### config.mk
export PLATFORM = sky130hd
export DESIGN_NAME = ts_capture_top
export DESIGN_NICKNAME = d
export VERILOG_FILES = /design/src/rtl/ts_pkg.sv /design/src/rtl/ts_edge_sync.sv /design/src/rtl/ts_evt_merge.sv /design/src/rtl/ts_flag_ctrl.sv /design/src/rtl/ts_capture_top.sv
export SDC_FILE = /design/constraint.sdc
export NUM_CORES = 1
export LEC_CHECK = 0
export BUFFER_PORTS_ARGS = -buffer_cell sky130_fd_sc_hd__buf_4
export CORE_ASPECT_RATIO = 0.9
export CORE_UTILIZATION = 25
export DETAILED_ROUTE_END_ITERATION = 6
export SLEW_MARGIN = 20
export SYNTH_ARGS = -nofsm -noshare
export SYNTH_HDL_FRONTEND = slang
export SYNTH_HIERARCHICAL = 1
export SYNTH_SLANG_ARGS = --single-unit
### constraint.sdc
create_clock -name clk -period 1.6 [get_ports clk]
set_input_delay 0.24 -clock clk [delete_from_list [all_inputs] [get_ports clk]]
set_output_delay 0.24 -clock clk [all_outputs]
set_load 0.005 [all_outputs]
### src/rtl/ts_pkg.sv
package ts_pkg;
  localparam int unsigned SYNC_DEPTH = 2;

  typedef struct packed {
    logic pend;
    logic ovf;
  } ts_flags_t;
endpackage

### src/rtl/ts_edge_sync.sv
module ts_edge_sync #(
  parameter int unsigned W      = 1,
  parameter int unsigned STAGES = ts_pkg::SYNC_DEPTH
) (
  input  logic         clk,
  input  logic         rst_n,
  input  logic [W-1:0] din,
  output logic [W-1:0] rise
);
  localparam int unsigned LAST = STAGES - 1;

  logic [W-1:0] stg [STAGES];
  logic [W-1:0] prev_q;

  always_ff @(posedge clk or negedge rst_n) begin
    if (!rst_n) stg[0] <= '0;
    else        stg[0] <= din;
  end

  for (genvar s = 1; s < STAGES; s++) begin : g_stage
    always_ff @(posedge clk or negedge rst_n) begin
      if (!rst_n) stg[s] <= '0;
      else        stg[s] <= stg[s-1];
    end
  end

  always_ff @(posedge clk or negedge rst_n) begin
    if (!rst_n) prev_q <= '0;
    else        prev_q <= stg[LAST];
  end

  assign rise = stg[LAST] & ~prev_q;

  AST_SINGLE_PULSE: assert property (@(posedge clk) disable iff (!rst_n)
    ((rise & $past(rise)) == '0));
endmodule

### src/rtl/ts_evt_merge.sv
module ts_evt_merge #(
  parameter int unsigned N_TAMP = 3
) (
  input  logic              ext_rise,
  input  logic [N_TAMP-1:0] tamp_rise,
  input  logic              tamp_ts_en,
  output logic              evt
);
  logic any_tamp;

  assign any_tamp = |tamp_rise;
  assign evt      = ext_rise | (tamp_ts_en & any_tamp);
endmodule

### src/rtl/ts_flag_ctrl.sv
module ts_flag_ctrl #(
  parameter int unsigned TIME_W = 48
) (
  input  logic              clk,
  input  logic              rst_n,
  input  logic              evt,
  input  logic [TIME_W-1:0] cur_time,
  input  logic              wr_en,
  input  logic              wr_flag,
  input  logic              wr_ovf,
  output logic              ts_flag,
  output logic              ts_ovf,
  output logic [TIME_W-1:0] cap_time
);
  import ts_pkg::*;

  ts_flags_t         fl_q, fl_d;
  logic [TIME_W-1:0] cap_q;
  logic              clr_pend, clr_ovf, load_cap;

  assign clr_pend = wr_en & ~wr_flag;
  assign clr_ovf  = wr_en & ~wr_ovf;
  assign load_cap = evt & ~fl_q.pend;

  always_comb begin
    fl_d = fl_q;
    if (evt)           fl_d.pend = 1'b1;
    else if (clr_pend) fl_d.pend = 1'b0;
    if (evt && (fl_q.pend || clr_pend)) fl_d.ovf = 1'b1;
    else if (clr_ovf)                   fl_d.ovf = 1'b0;
  end

  always_ff @(posedge clk or negedge rst_n) begin
    if (!rst_n) begin
      fl_q  <= '0;
      cap_q <= '0;
    end else begin
      fl_q <= fl_d;
      if (load_cap) cap_q <= cur_time;
    end
  end

  assign ts_flag  = fl_q.pend;
  assign ts_ovf   = fl_q.ovf;
  assign cap_time = cap_q;

  AST_EVT_SETS_FLAG: assert property (@(posedge clk) disable iff (!rst_n)
    evt |=> ts_flag);
  AST_CLR_WITH_EVT: assert property (@(posedge clk) disable iff (!rst_n)
    (evt && wr_en && !wr_flag) |=> (ts_flag && ts_ovf));
  AST_CLR_FLAG: assert property (@(posedge clk) disable iff (!rst_n)
    (wr_en && !wr_flag && !evt) |=> !ts_flag);
  AST_OVF_ON_PENDING: assert property (@(posedge clk) disable iff (!rst_n)
    (evt && ts_flag) |=> ts_ovf);
  AST_CAP_HELD: assert property (@(posedge clk) disable iff (!rst_n)
    ts_flag |=> $stable(cap_time));
  AST_OVF_CLEAR_KEEPS_FLAG: assert property (@(posedge clk) disable iff (!rst_n)
    (wr_en && wr_flag && !evt) |=> (ts_flag == $past(ts_flag)));
endmodule

### src/rtl/ts_capture_top.sv
module ts_capture_top #(
  parameter int unsigned TIME_W = 48,
  parameter int unsigned N_TAMP = 3
) (
  input  logic              clk,
  input  logic              rst_n,
  input  logic [TIME_W-1:0] cur_time,
  input  logic              ts_evt_in,
  input  logic [N_TAMP-1:0] tamp_evt_in,
  input  logic              tamp_ts_en,
  input  logic              ts_irq_en,
  input  logic              wr_en,
  input  logic              wr_flag,
  input  logic              wr_ovf,
  output logic              ts_flag,
  output logic              ts_ovf,
  output logic [TIME_W-1:0] cap_time,
  output logic              ts_irq
);
  localparam int unsigned NLINES = N_TAMP + 1;

  logic [NLINES-1:0] rise_all;
  logic              evt;

  ts_edge_sync #(.W(NLINES)) u_sync (
    .clk  (clk),
    .rst_n(rst_n),
    .din  ({tamp_evt_in, ts_evt_in}),
    .rise (rise_all)
  );

  ts_evt_merge #(.N_TAMP(N_TAMP)) u_merge (
    .ext_rise  (rise_all[0]),
    .tamp_rise (rise_all[NLINES-1:1]),
    .tamp_ts_en(tamp_ts_en),
    .evt       (evt)
  );

  ts_flag_ctrl #(.TIME_W(TIME_W)) u_flags (
    .clk     (clk),
    .rst_n   (rst_n),
    .evt     (evt),
    .cur_time(cur_time),
    .wr_en   (wr_en),
    .wr_flag (wr_flag),
    .wr_ovf  (wr_ovf),
    .ts_flag (ts_flag),
    .ts_ovf  (ts_ovf),
    .cap_time(cap_time)
  );

  assign ts_irq = ts_flag & ts_irq_en;

  AST_IRQ_NEEDS_FLAG: assert property (@(posedge clk) disable iff (!rst_n)
    ts_irq |-> ts_flag);
endmodule

==> results of run 1 <==
area by class of cell:
cell class / instances / share of cell area, %
Clock buffer: 13 / 4.65
Clock inverter: 3 / 1.79
Multi-Input combinational cell: 62 / 20.9
Sequential cell: 62 / 42.7
Tap cell: 122 / 4.20
Timing Repair Buffer: 118 / 25.8
worst max-delay path, cell delays in order (launching register included):
cell and delay, ns:
sky130_fd_sc_hd__dfrtp_1 0.39, sky130_fd_sc_hd__nor2b_4 0.16, sky130_fd_sc_hd__nor2_2 0.05, sky130_fd_sc_hd__nor2_2 0.12
sky130_fd_sc_hd__nor2b_4 0.21, sky130_fd_sc_hd__buf_12 0.23, sky130_fd_sc_hd__mux2_2 0.36
worst max path at each step:
| stage | slack [ns] | end |
|---|---|---|
| 4_1_cts | -0.06 | u_flags/cap_time[37] |
| 5_1_grt | -0.14 | u_flags/cap_time[37] |
| 6_report | -0.05 | u_flags/cap_time[37] |
| 2_1_floorplan | -0.04 | u_flags/cap_time[17] |
| 3_5_place_dp | -0.05 | u_flags/cap_time[33] |
| 3_3_place_gp | -0.02 | u_flags/cap_time[30] |
power breakdown:
group | internal, uW | switching, uW | leakage [uW]
Combinational | 1080 | 424 | 0.000880
Sequential | 2020 | 247 | 0.000724
Clock | 1000 | 563 | 0.000120
Total | 4110 | 1230 | 0.00172
per-stage QoR:
| step | total power [uW] | setup slack, ns | setup TNS [ns] |
|---|---|---|---|
| global route | 5660 | -0.143 | -5.01 |
| CTS | 5440 | -0.0575 | -1.11 |
| global placement | 3790 | -0.0172 | -0.204 |
| floorplan | 2890 | -0.0374 | -0.747 |
| detailed placement | 3810 | -0.0505 | -0.887 |
| finish | 5340 | -0.0521 | -1.11 |
flip-flops by register name, indices dropped and copies added, names as in the netlist:
register / cells
u_flags/cap_time: 48
u_flags/ts_flag: 1
u_flags/ts_ovf: 1
u_sync/prev_q: 4
u_sync/stg: 8
timing repair:
item,in CTS,in global routing
resized for setup,1,3
endpoints found under the hold margin,24,2
hold buffers,3,2
setup buffers,0,0
setup endpoints to repair,48,48
cell families after synthesis:
logic type             Yosys count  share of synthesized area (%)
buffers and inverters            5                           2.81
AO/OA/AOI/OAI                    2                          0.690
flip-flops                      62                           65.8
AND/OR/NAND/NOR                 12                           4.57
multiplexers                    48                           26.1
metal layers:
metal  vias to the layer above  part of all wire [%]
met3                         9                   5.8
li1                        690                     -
met5                         -                     0
met1                       726                    41
met2                        58                    51
met4                         0                   2.2
synthesized netlist by cell type:
library cell,count,area (um^2)
sky130_fd_sc_hd__mux2_4,20,300
sky130_fd_sc_hd__mux2_2,28,315
sky130_fd_sc_hd__nor2b_4,5,68.8
sky130_fd_sc_hd__a22o_1,1,8.76
sky130_fd_sc_hd__buf_12,2,40.0
sky130_fd_sc_hd__nand2b_1,3,18.8
sky130_fd_sc_hd__and2_1,1,6.26
sky130_fd_sc_hd__nor2_1,2,7.51
sky130_fd_sc_hd__nor4_1,1,6.26
sky130_fd_sc_hd__buf_6,1,11.3
sky130_fd_sc_hd__buf_4,2,15.0
sky130_fd_sc_hd__dfrtp_1,62,1550
sky130_fd_sc_hd__a21o_1,1,7.51
==> implementation parameters, run 1 <==
Parameter                              Value

Global route
  Largest net degree at the start of global routing ... between 40 and 50
  Gr ovfl total ... 0
  Number of antenna violations at the first check in global routing ... 0
  Met1 track utilization from global routing ... 11.4%
  Layer with the highest usage after global routing ... met2
  Global routing usage summed across all routing layers ... 10.1%
  Via count of the first global-routing pass ... 1,564
  GR Util met2 ... 16.6%
  First-pass GRT wire length ... roughly 7500 um
  Routing usage on met3 ... 3.61%

Pwr
  Power Density ... between 1000 and 1500 mW/mm^2
  Peak VDD IR ... 0.578 mV
  Reported leakage power ... between 0.0015 and 0.002 uW

Critical path
  Critical path startpoint ... u_sync/prev_q[0]
  Crit Reg-Reg Endpoint ... u_flags/cap_time[37]
  CP Capture Type ... flop
  Critical path type ... flop to flop
  Data required time of the critical path ... 1.81 ns
  Critical path arrival ... 1.86 ns
  CP Max Fanout ... 29
  Internal reg-to-reg setup slack ... -0.05 ns
  Worst R2R Path Depth ... 6
  Worst r2r src ... u_sync/prev_q[0]
  Startpoint kind of the worst setup timing path ... flop

Yosys
  Synthesized instance count ... 129
  Number of storage elements in the synthesis netlist ... 62
  Synthesized area divided by synthesized cell count ... 18.3 um^2
  Number of distinct library cell variants in the gate-level netlist after synthesis ... 13
  Number of warnings issued by yosys ... 6
  Syn nets ... 188
  Proportion of synthesized chip area in sequential cells ... 65.8%
  Post-synthesis instance area ... 0.00236 mm^2

Worst hold path
  Hold Path Cell Cnt ... 2
  Worst min-delay path endpoint ... u_flags/cap_time[31]
  Worst min-delay path class ... input port to flop
  Worst min-delay path startpoint ... cur_time[31]

Floorplanning
  Die outline width ... 104 um
  Initial core utilization ... 25.8%
  I/O pin cnt ... 110
  Std cell rows ... 33
  Area of the die ... 0.00982 mm^2
  Floorplan Core Area ... just over 0.009 mm^2
  Die height ... approximately 94 um

Routing
  Drt first-iter violations ... 22
  Total detailed-routing wirelength ... ~4700 um
  Pre-Repair DR Iteration Count ... 4
  Final ANT Viol Nets ... 0
  Average wire per standard cell ... ~12 um
  DRC violation count after routing ... 0
  Routed vias ... 1,483
  Vias per Instance ... a little under 4

Final layout
  Net total in the final layout ... 312
  Footprint of the flip-flops and latches ... 0.00155 mm^2
  Post-route cell area ... 0.00363 mm^2
  Share of layout cells above drive strength 1 ... 71.3%
  Multi-input gate area in the final layout ... 759 um^2
  Diodes inserted ... 0
  Top library cells by usage in the layout, fill and taps aside ... sky130_fd_sc_hd__buf_4 (110), sky130_fd_sc_hd__dfrtp_1 (62), sky130_fd_sc_hd__mux2_2 (28)
  Most common cell after layout, fill and taps aside ... sky130_fd_sc_hd__buf_4
  Filler cell count ... 862
  Non-filler cells in the finished layout ... 380
  Core utilization of the finished layout ... 39.8%
  Area growth syn-to-layout ... 54.1%

Timing
  Final hold vios ... 0
  Number of endpoints failing setup at the final stage ... 32
  Worst-case clock skew ... 0.00441 ns
  Ratio of final minimum period to clock period ... 103%
  Fin Hold WS ... between 0.1 and 0.15 ns
  Final critical delay including setup and external delays ... 1.65 ns
  Achievable clock frequency ... 0.605 GHz
  Crit path setup slack, layout ... -0.0521 ns
  Setup repair after global routing missed its margin ... yes
  Worst Tran Pin Value ... 0.313 ns
  Worst-case headroom to the max-slew limit ... 79.1%
  Number of slew-limit violations in the final report ... 0

Clock tree
  TritonCTS clock tree ... done
  Worst-case clock buffer depth ... 2
  Number of H-tree branching levels ... 3
  Clock buffer count from CTS ... 9
  Insertion delay of the later-clocked pin in the worst-skew pair ... 0.32 ns
  Buffer type at the clock tree root ... sky130_fd_sc_hd__clkbuf_8
  Sink count of the clock tree ... 62
  Clock Pin Slew Worst Setup and Hold Paths ... approximately 0.070 ns

Placed design
  Number of cells after detailed placement ... 359
  Weighted congestion reported at the end of routability-driven placement ... 0.664
  Area after detailed placement ... 0.00333 mm^2
  I/O Buffers ... 109
  HPWL after DPL ... 3310 um

Run status
  Violated checks ... negative setup slack
  Result of the run ... complete, but fails checks

Flow run
  Count of maximum capacitance violations ... 0
Note: power is estimated with default switching activity, not from simulation.
==> inputs of run 2 (changes only) <==
Settings changed: HOLD_SLACK_MARGIN set to 0.15.
==> run 2 against run 1 <==
  * The run still ends with negative setup slack left
  * Sequential power is essentially flat
  * Global-route usage rose by 1.9 points
  * First-iteration DRC count grew 9.1%
  * Fmax fell by 0.94%
  * Count of clock-buffer cells in the layout unchanged
  * Sequential share of layout area shrank 5.0 points
  * Hold slack improved by 0.12 ns
  * Cell count increased by 13%
  * Register-to-register slack worse by 0.02 ns
  * Largest cell class unchanged
==> implementation parameters, run 2 (synthesis gave the netlist of run 1 again) <==
Parameter                              Value

Floorplanning
  Std cell rows ... 33 (unchanged)
  I/O pin cnt ... 110 (unchanged)
  Initial core utilization ... 25.8% (unchanged)
  Die outline width ... 104 um (unchanged)
  Area of the die ... 0.00982 mm^2 (unchanged)
  Die height ... 94.1 um (unchanged)
  Floorplan Core Area ... 0.00913 mm^2 (unchanged)

Clock tree
  Sink count of the clock tree ... 62 (unchanged)
  Buffer type at the clock tree root ... sky130_fd_sc_hd__clkbuf_8
  Clock Pin Slew Worst Setup and Hold Paths ... 0.07 ns (about the same)
  Setup repair bufs after CTS ... 0 (unchanged)
  Worst-case clock buffer depth ... 2 (unchanged)
  Clock buffer count from CTS ... 9 (unchanged)
  TritonCTS clock tree ... done
  Number of H-tree branching levels ... 3 (unchanged)
  Insertion delay of the later-clocked pin in the worst-skew pair ... 0.32 ns (about the same)

Pwr
  Reported leakage power ... 0.00192 uW (+12%)
  Peak VDD IR ... 0.578 mV (about the same)
  Power Density ... 1330 mW/mm^2 (-9.6%)

Timing
  Number of slew-limit violations in the final report ... 0 (unchanged)
  Final critical delay including setup and external delays ... 1.67 ns (+0.0157 ns)
  Final hold vios ... 0 (unchanged)
  Worst Tran Pin Value ... 0.309 ns (-0.00466 ns)
  Achievable clock frequency ... 0.600 GHz (-0.94%)
  Setup_tns ... -1.21 ns (-0.100 ns)
  Setup repair after global routing missed its margin ... yes
  Worst-case clock skew ... 0.00407 ns (-0.000333 ns)
  Crit path setup slack, layout ... -0.0678 ns (-0.0157 ns)
  Worst-case headroom to the max-slew limit ... 79.4% (+0.31 points)
  Ratio of final minimum period to clock period ... 104% (+0.98 points)
  Number of endpoints failing setup at the final stage ... 30 (-6.3%)

Run status
  Result of the run ... complete, but fails checks
  Violated checks ... negative setup slack

Worst hold path
  Hold Path Cell Cnt ... 3 (+1)
  Worst min-delay path class ... input port to flop

Critical path
  Ordered list of cells on the worst path ... nor2b_4 > nor2_1 > nor2_2 > nor2b_4 > buf_12 > mux2_2
  Critical path arrival ... 1.88 ns (+0.02 ns)
  Largest stage delay on the critical path ... 0.39 ns (about the same)
  CP Max Fanout ... 29 (unchanged)
  Library cell appearing most often on the critical path ... sky130_fd_sc_hd__nor2b_4
  Worst R2R Path Depth ... 6 (unchanged)
  CP Capture Type ... flop
  Slowest stage cell on the critical path ... sky130_fd_sc_hd__dfrtp_1
  Critical path type ... flop to flop
  Startpoint kind of the worst setup timing path ... flop
  Data required time of the critical path ... 1.81 ns (about the same)

Final layout
  Top library cells by usage in the layout, fill and taps aside ... sky130_fd_sc_hd__buf_4 (110), sky130_fd_sc_hd__dfrtp_1 (62), sky130_fd_sc_hd__dlygate4sd3_1 (53)
  Non-filler cells in the finished layout ... 428 (+13%)
  Net total in the final layout ... 360 (+15%)
  Filler cell count ... 812 (-5.8%)
  Largest register FFs ... 48 (unchanged)
  Area growth syn-to-layout ... 74.4%
  Most common cell after layout, fill and taps aside ... sky130_fd_sc_hd__buf_4
  Share of layout cells above drive strength 1 ... 59.8% (-12 points)
  Diodes inserted ... 0 (unchanged)

Placed design
  I/O Buffers ... 109 (unchanged)
  Number of cells after detailed placement ... 359 (unchanged)
  Pre-CTS setup slack ... -0.0505 ns (unchanged)
  Weighted congestion reported at the end of routability-driven placement ... 0.664 (unchanged)
  HPWL after DPL ... 3310 um (unchanged)

Routing
  DRC violation count after routing ... 0 (unchanged)
  Total detailed-routing wirelength ... 5460 um (+17%)
  Final ANT Viol Nets ... 0 (unchanged)
  Average wire per standard cell ... 12.8 um (+3.7%)
  Vias per Instance ... 3.93 (+0.76%)
  Drt first-iter violations ... 24 (+9.1%)
  Routed vias ... 1,683 (+13%)
  Pre-Repair DR Iteration Count ... 4 (unchanged)

Global route
  Via count of the first global-routing pass ... 1,838 (+18%)
  Gr ovfl total ... 0 (unchanged)
  Global routing usage summed across all routing layers ... 12.0% (+1.9 points)
  Largest net degree at the start of global routing ... 41 (unchanged)
  First-pass GRT wire length ... 8910 um (+18%)
  Number of antenna violations at the first check in global routing ... 0 (unchanged)

Flow run
  Count of maximum capacitance violations ... 0 (unchanged)
run 2: final timing paths:
kind,start,to,slack [ns]
max reg2reg,u_sync/prev_q[0],u_flags/cap_time[37],-0.07
min,wr_ovf,u_flags/ts_ovf,0.26
max in group asynchronous,rst_n,u_sync/stg[4],0.72
max,u_sync/prev_q[0],u_flags/cap_time[37],-0.07
min in group asynchronous,rst_n,u_flags/cap_time[9],0.36
min reg2reg,u_sync/stg[4],u_sync/stg[0],0.35
run 2: cell type report:
type                       instances  area (um^2)  share of cell area, %
clock buffer                      13          169                   4.11
clock inverter                     3         65.1                   1.58
multi-input combinational         62          757                   18.4
sequential                        62         1550                   37.7
tap                              122          153                   3.71
timing repair buffer             166         1420                   34.4
run 2: what timing repair did:
action | 4_1_cts | 5_1_grt
endpoints found under the hold margin | 114 | 0
gates resized for setup | 1 | 2
hold buffers | 53 | 0
endpoints found under the setup margin | 48 | 48
run 2: report_power, final:
group          switching, uW  total [uW]  internal (uW)
logic                    459        1620           1160
clock network            564        1570           1000
registers                255        2280           2020
total                   1280        5460           4180
run 2: routing by layer:
metal	part of all wire, %	vias to the layer above	global-route usage (%)
li1	-	787	-
met1	38	825	12.7
met4	2.2	0	6.43
met2	55	60	21.6
met3	5.4	11	3.74
met5	0	-	0
run 2: worst max-delay path: cells and delay by family (launching register included):
family / cells / cell delay, ns
and+or+nand+nor: 4 / 0.55
muxes: 1 / 0.36
DFF: 1 / 0.39
buffers and inverters: 1 / 0.23
run 2: per-stage QoR:
stage               total power (uW)  hold WS (ns)  utilization, %  cell area [um^2]
floorplan                       2890       -0.0556               -              2360
global placement                3790         0.161            36.5              3330
detailed placement              3810         0.157            36.5              3330
CTS                             5540         0.222            44.9              4100
global route                    5780         0.252            45.1              4110
finish                          5460         0.261            45.1              4110
==> inputs of run 3 (changes only) <==
Settings changed: MAX_ROUTING_LAYER set to met4.
==> run 3 against run 2 <==
  * The flow still finishes with violations (negative setup slack)
  * Via count fell by 0.12%
  * Non-clock buffer count did not move
  * Largest cell class unchanged
  * Wire length is 0.24% higher
==> implementation parameters, run 3 (synthesis gave the netlist of run 1 again) <==
Parameter                              Value

Routing
  Total detailed-routing wirelength ... 5470 um (+0.24%)
  DRC violation count after routing ... 0 (unchanged)
  Vias per Instance ... 3.93 (-0.12%)
  Pre-Repair DR Iteration Count ... 4 (unchanged)
  Routed vias ... 1,681 (-0.12%)
  Final ANT Viol Nets ... 0 (unchanged)
  Average wire per standard cell ... 12.8 um (+0.24%)
  Drt first-iter violations ... 27 (+13%)

Critical path
  CP Max Fanout ... 29 (unchanged)
  Startpoint kind of the worst setup timing path ... flop
  Internal reg-to-reg setup slack ... -0.07 ns (about the same)
  Worst r2r src ... u_sync/prev_q[0]
  Critical path type ... flop to flop
  Crit Reg-Reg Endpoint ... u_flags/cap_time[37]
  Critical path arrival ... 1.88 ns (about the same)
  Data required time of the critical path ... 1.81 ns (about the same)
  CP Capture Type ... flop
  Worst R2R Path Depth ... 6 (unchanged)

Timing
  Final critical delay including setup and external delays ... 1.67 ns (+0.000188 ns)
  Ratio of final minimum period to clock period ... 104% (about the same)
  Crit path setup slack, layout ... -0.0680 ns (-0.000188 ns)
  Worst Tran Pin Value ... 0.309 ns (+0.0000197 ns)
  Achievable clock frequency ... 0.600 GHz (about the same)
  Number of endpoints failing setup at the final stage ... 29 (-3.3%)
  Worst-case headroom to the max-slew limit ... 79.4% (about the same)
  Number of slew-limit violations in the final report ... 0 (unchanged)
  Setup repair after global routing missed its margin ... yes
  Final hold vios ... 0 (unchanged)
  Worst-case clock skew ... 0.00394 ns (-0.000131 ns)

Run status
  Result of the run ... complete, but fails checks
  Violated checks ... negative setup slack

Pwr
  Power Density ... 1330 mW/mm^2 (about the same)
  Overall power consumption ... 5470 uW (about the same)
  Reported leakage power ... 0.00192 uW (unchanged)
  Peak VDD IR ... 0.578 mV (about the same)

Global route
  Largest net degree at the start of global routing ... 41 (unchanged)
  First-pass GRT wire length ... 8910 um (unchanged)
  Via count of the first global-routing pass ... 1,837 (-0.054%)
  Global routing usage summed across all routing layers ... 12.4% (+0.34 points)
  Number of antenna violations at the first check in global routing ... 0 (unchanged)
  Gr ovfl total ... 0 (unchanged)

Final layout
  Filler cell count ... 812 (unchanged)
  Area growth syn-to-layout ... 74.4% (unchanged)
  Diodes inserted ... 0 (unchanged)
  Top library cells by usage in the layout, fill and taps aside ... sky130_fd_sc_hd__buf_4 (110), sky130_fd_sc_hd__dfrtp_1 (62), sky130_fd_sc_hd__dlygate4sd3_1 (53)
  Non-filler cells in the finished layout ... 428 (unchanged)
  Most common cell after layout, fill and taps aside ... sky130_fd_sc_hd__buf_4
  Share of layout cells above drive strength 1 ... 59.8% (unchanged)
  Largest register FFs ... 48 (unchanged)
  Net total in the final layout ... 360 (unchanged)

Placed design
  HPWL after DPL ... 3310 um (unchanged)
  Weighted congestion reported at the end of routability-driven placement ... 0.671 (+0.95%)
  Number of cells after detailed placement ... 359 (unchanged)
  I/O Buffers ... 109 (unchanged)

Clock tree
  Clock buffer count from CTS ... 9 (unchanged)
  Insertion delay of the later-clocked pin in the worst-skew pair ... 0.32 ns (about the same)
  Clock Pin Slew Worst Setup and Hold Paths ... 0.07 ns (about the same)
  Sink count of the clock tree ... 62 (unchanged)
  Setup repair bufs after CTS ... 0 (unchanged)
  Buffer type at the clock tree root ... sky130_fd_sc_hd__clkbuf_8
  TritonCTS clock tree ... done
  Number of H-tree branching levels ... 3 (unchanged)
  Worst-case clock buffer depth ... 2 (unchanged)

Flow run
  Count of maximum capacitance violations ... 0 (unchanged)

Worst hold path
  Worst min-delay path startpoint ... wr_ovf
  Hold Path Cell Cnt ... 3 (unchanged)
  Worst min-delay path endpoint ... u_flags/ts_ovf
  Worst min-delay path class ... input port to flop

Floorplanning
  Die outline width ... 104 um (unchanged)
  I/O pin cnt ... 110 (unchanged)
  Std cell rows ... 33 (unchanged)
  Initial core utilization ... 25.8% (unchanged)
  Area of the die ... 0.00982 mm^2 (unchanged)
  Die height ... 94.1 um (unchanged)
  Floorplan Core Area ... 0.00913 mm^2 (unchanged)
==> run 3: cell counts in the layout (fill, tap and decap cells not counted) <==
Identical to the previous run, type by type.
==> run 3: timing repair <==
action	CTS	global route
hold endpoints to repair	114	0
setup endpoints to repair	48	48
hold buffers	53	0
resized for setup	1	2
==> run 3: routing by layer <==
layer	wire length, um	part of all wire (%)	vias to the layer above	track usage, %
li1	-	-	787	-
met1	2070	38	823	12.7
met2	2980	54	59	21.6
met3	292	5.3	12	3.74
met4	129	2.4	0	6.43
met5	0	0	-	-
==> run 3: worst max-delay path, stage by stage (launching register included) <==
cell,delay [ns]
sky130_fd_sc_hd__dfrtp_1,0.39
sky130_fd_sc_hd__nor2b_4,0.15
sky130_fd_sc_hd__nor2_1,0.07
sky130_fd_sc_hd__nor2_2,0.12
sky130_fd_sc_hd__nor2b_4,0.21
sky130_fd_sc_hd__buf_12,0.23
sky130_fd_sc_hd__mux2_2,0.36
==> run 3: through the flow <==
stage | util (%) | hold WS (ns) | cell area [um^2] | setup slack, ns | setup TNS (ns)
finish | 45.1 | 0.259 | 4110 | -0.0680 | -1.21
global route | 45.1 | 0.252 | 4110 | -0.163 | -5.47
CTS | 44.9 | 0.222 | 4100 | -0.0575 | -1.11
detailed placement | 36.5 | 0.157 | 3330 | -0.0505 | -0.887
floorplan | - | -0.0556 | 2360 | -0.0374 | -0.747
global placement | 36.5 | 0.161 | 3330 | -0.0172 | -0.204
==> run 3: final cells by class <==
| cell class | instances | area (um^2) | area share [%] |
|---|---|---|---|
| Clock inverter | 3 | 65.1 | 1.58 |
| Sequential cell | 62 | 1550 | 37.7 |
| Timing Repair Buffer | 166 | 1420 | 34.4 |
| Clock buffer | 13 | 169 | 4.11 |
| Tap cell | 122 | 153 | 3.71 |
| Multi-Input combinational cell | 62 | 757 | 18.4 |
==> run 3: power breakdown <==
part	total, uW	internal (uW)	switching, uW
combinational	1620	1160	459
clock	1570	1000	569
sequential	2280	2020	255
==> run 3: worst max path at each step <==
stage                                 from  slack (ns)                    to  depth (start not counted)
after floorplan              u_sync/stg[2]       -0.04  u_flags/cap_time[17]                          7
after global placement       u_sync/stg[2]       -0.02  u_flags/cap_time[30]                          6
after detailed placement     u_sync/stg[2]       -0.05  u_flags/cap_time[33]                          6
after CTS                 u_sync/prev_q[0]       -0.06  u_flags/cap_time[37]                          6
after global routing         u_sync/stg[0]       -0.16  u_flags/cap_time[37]                          6
final                     u_sync/prev_q[0]       -0.07  u_flags/cap_time[37]                          6
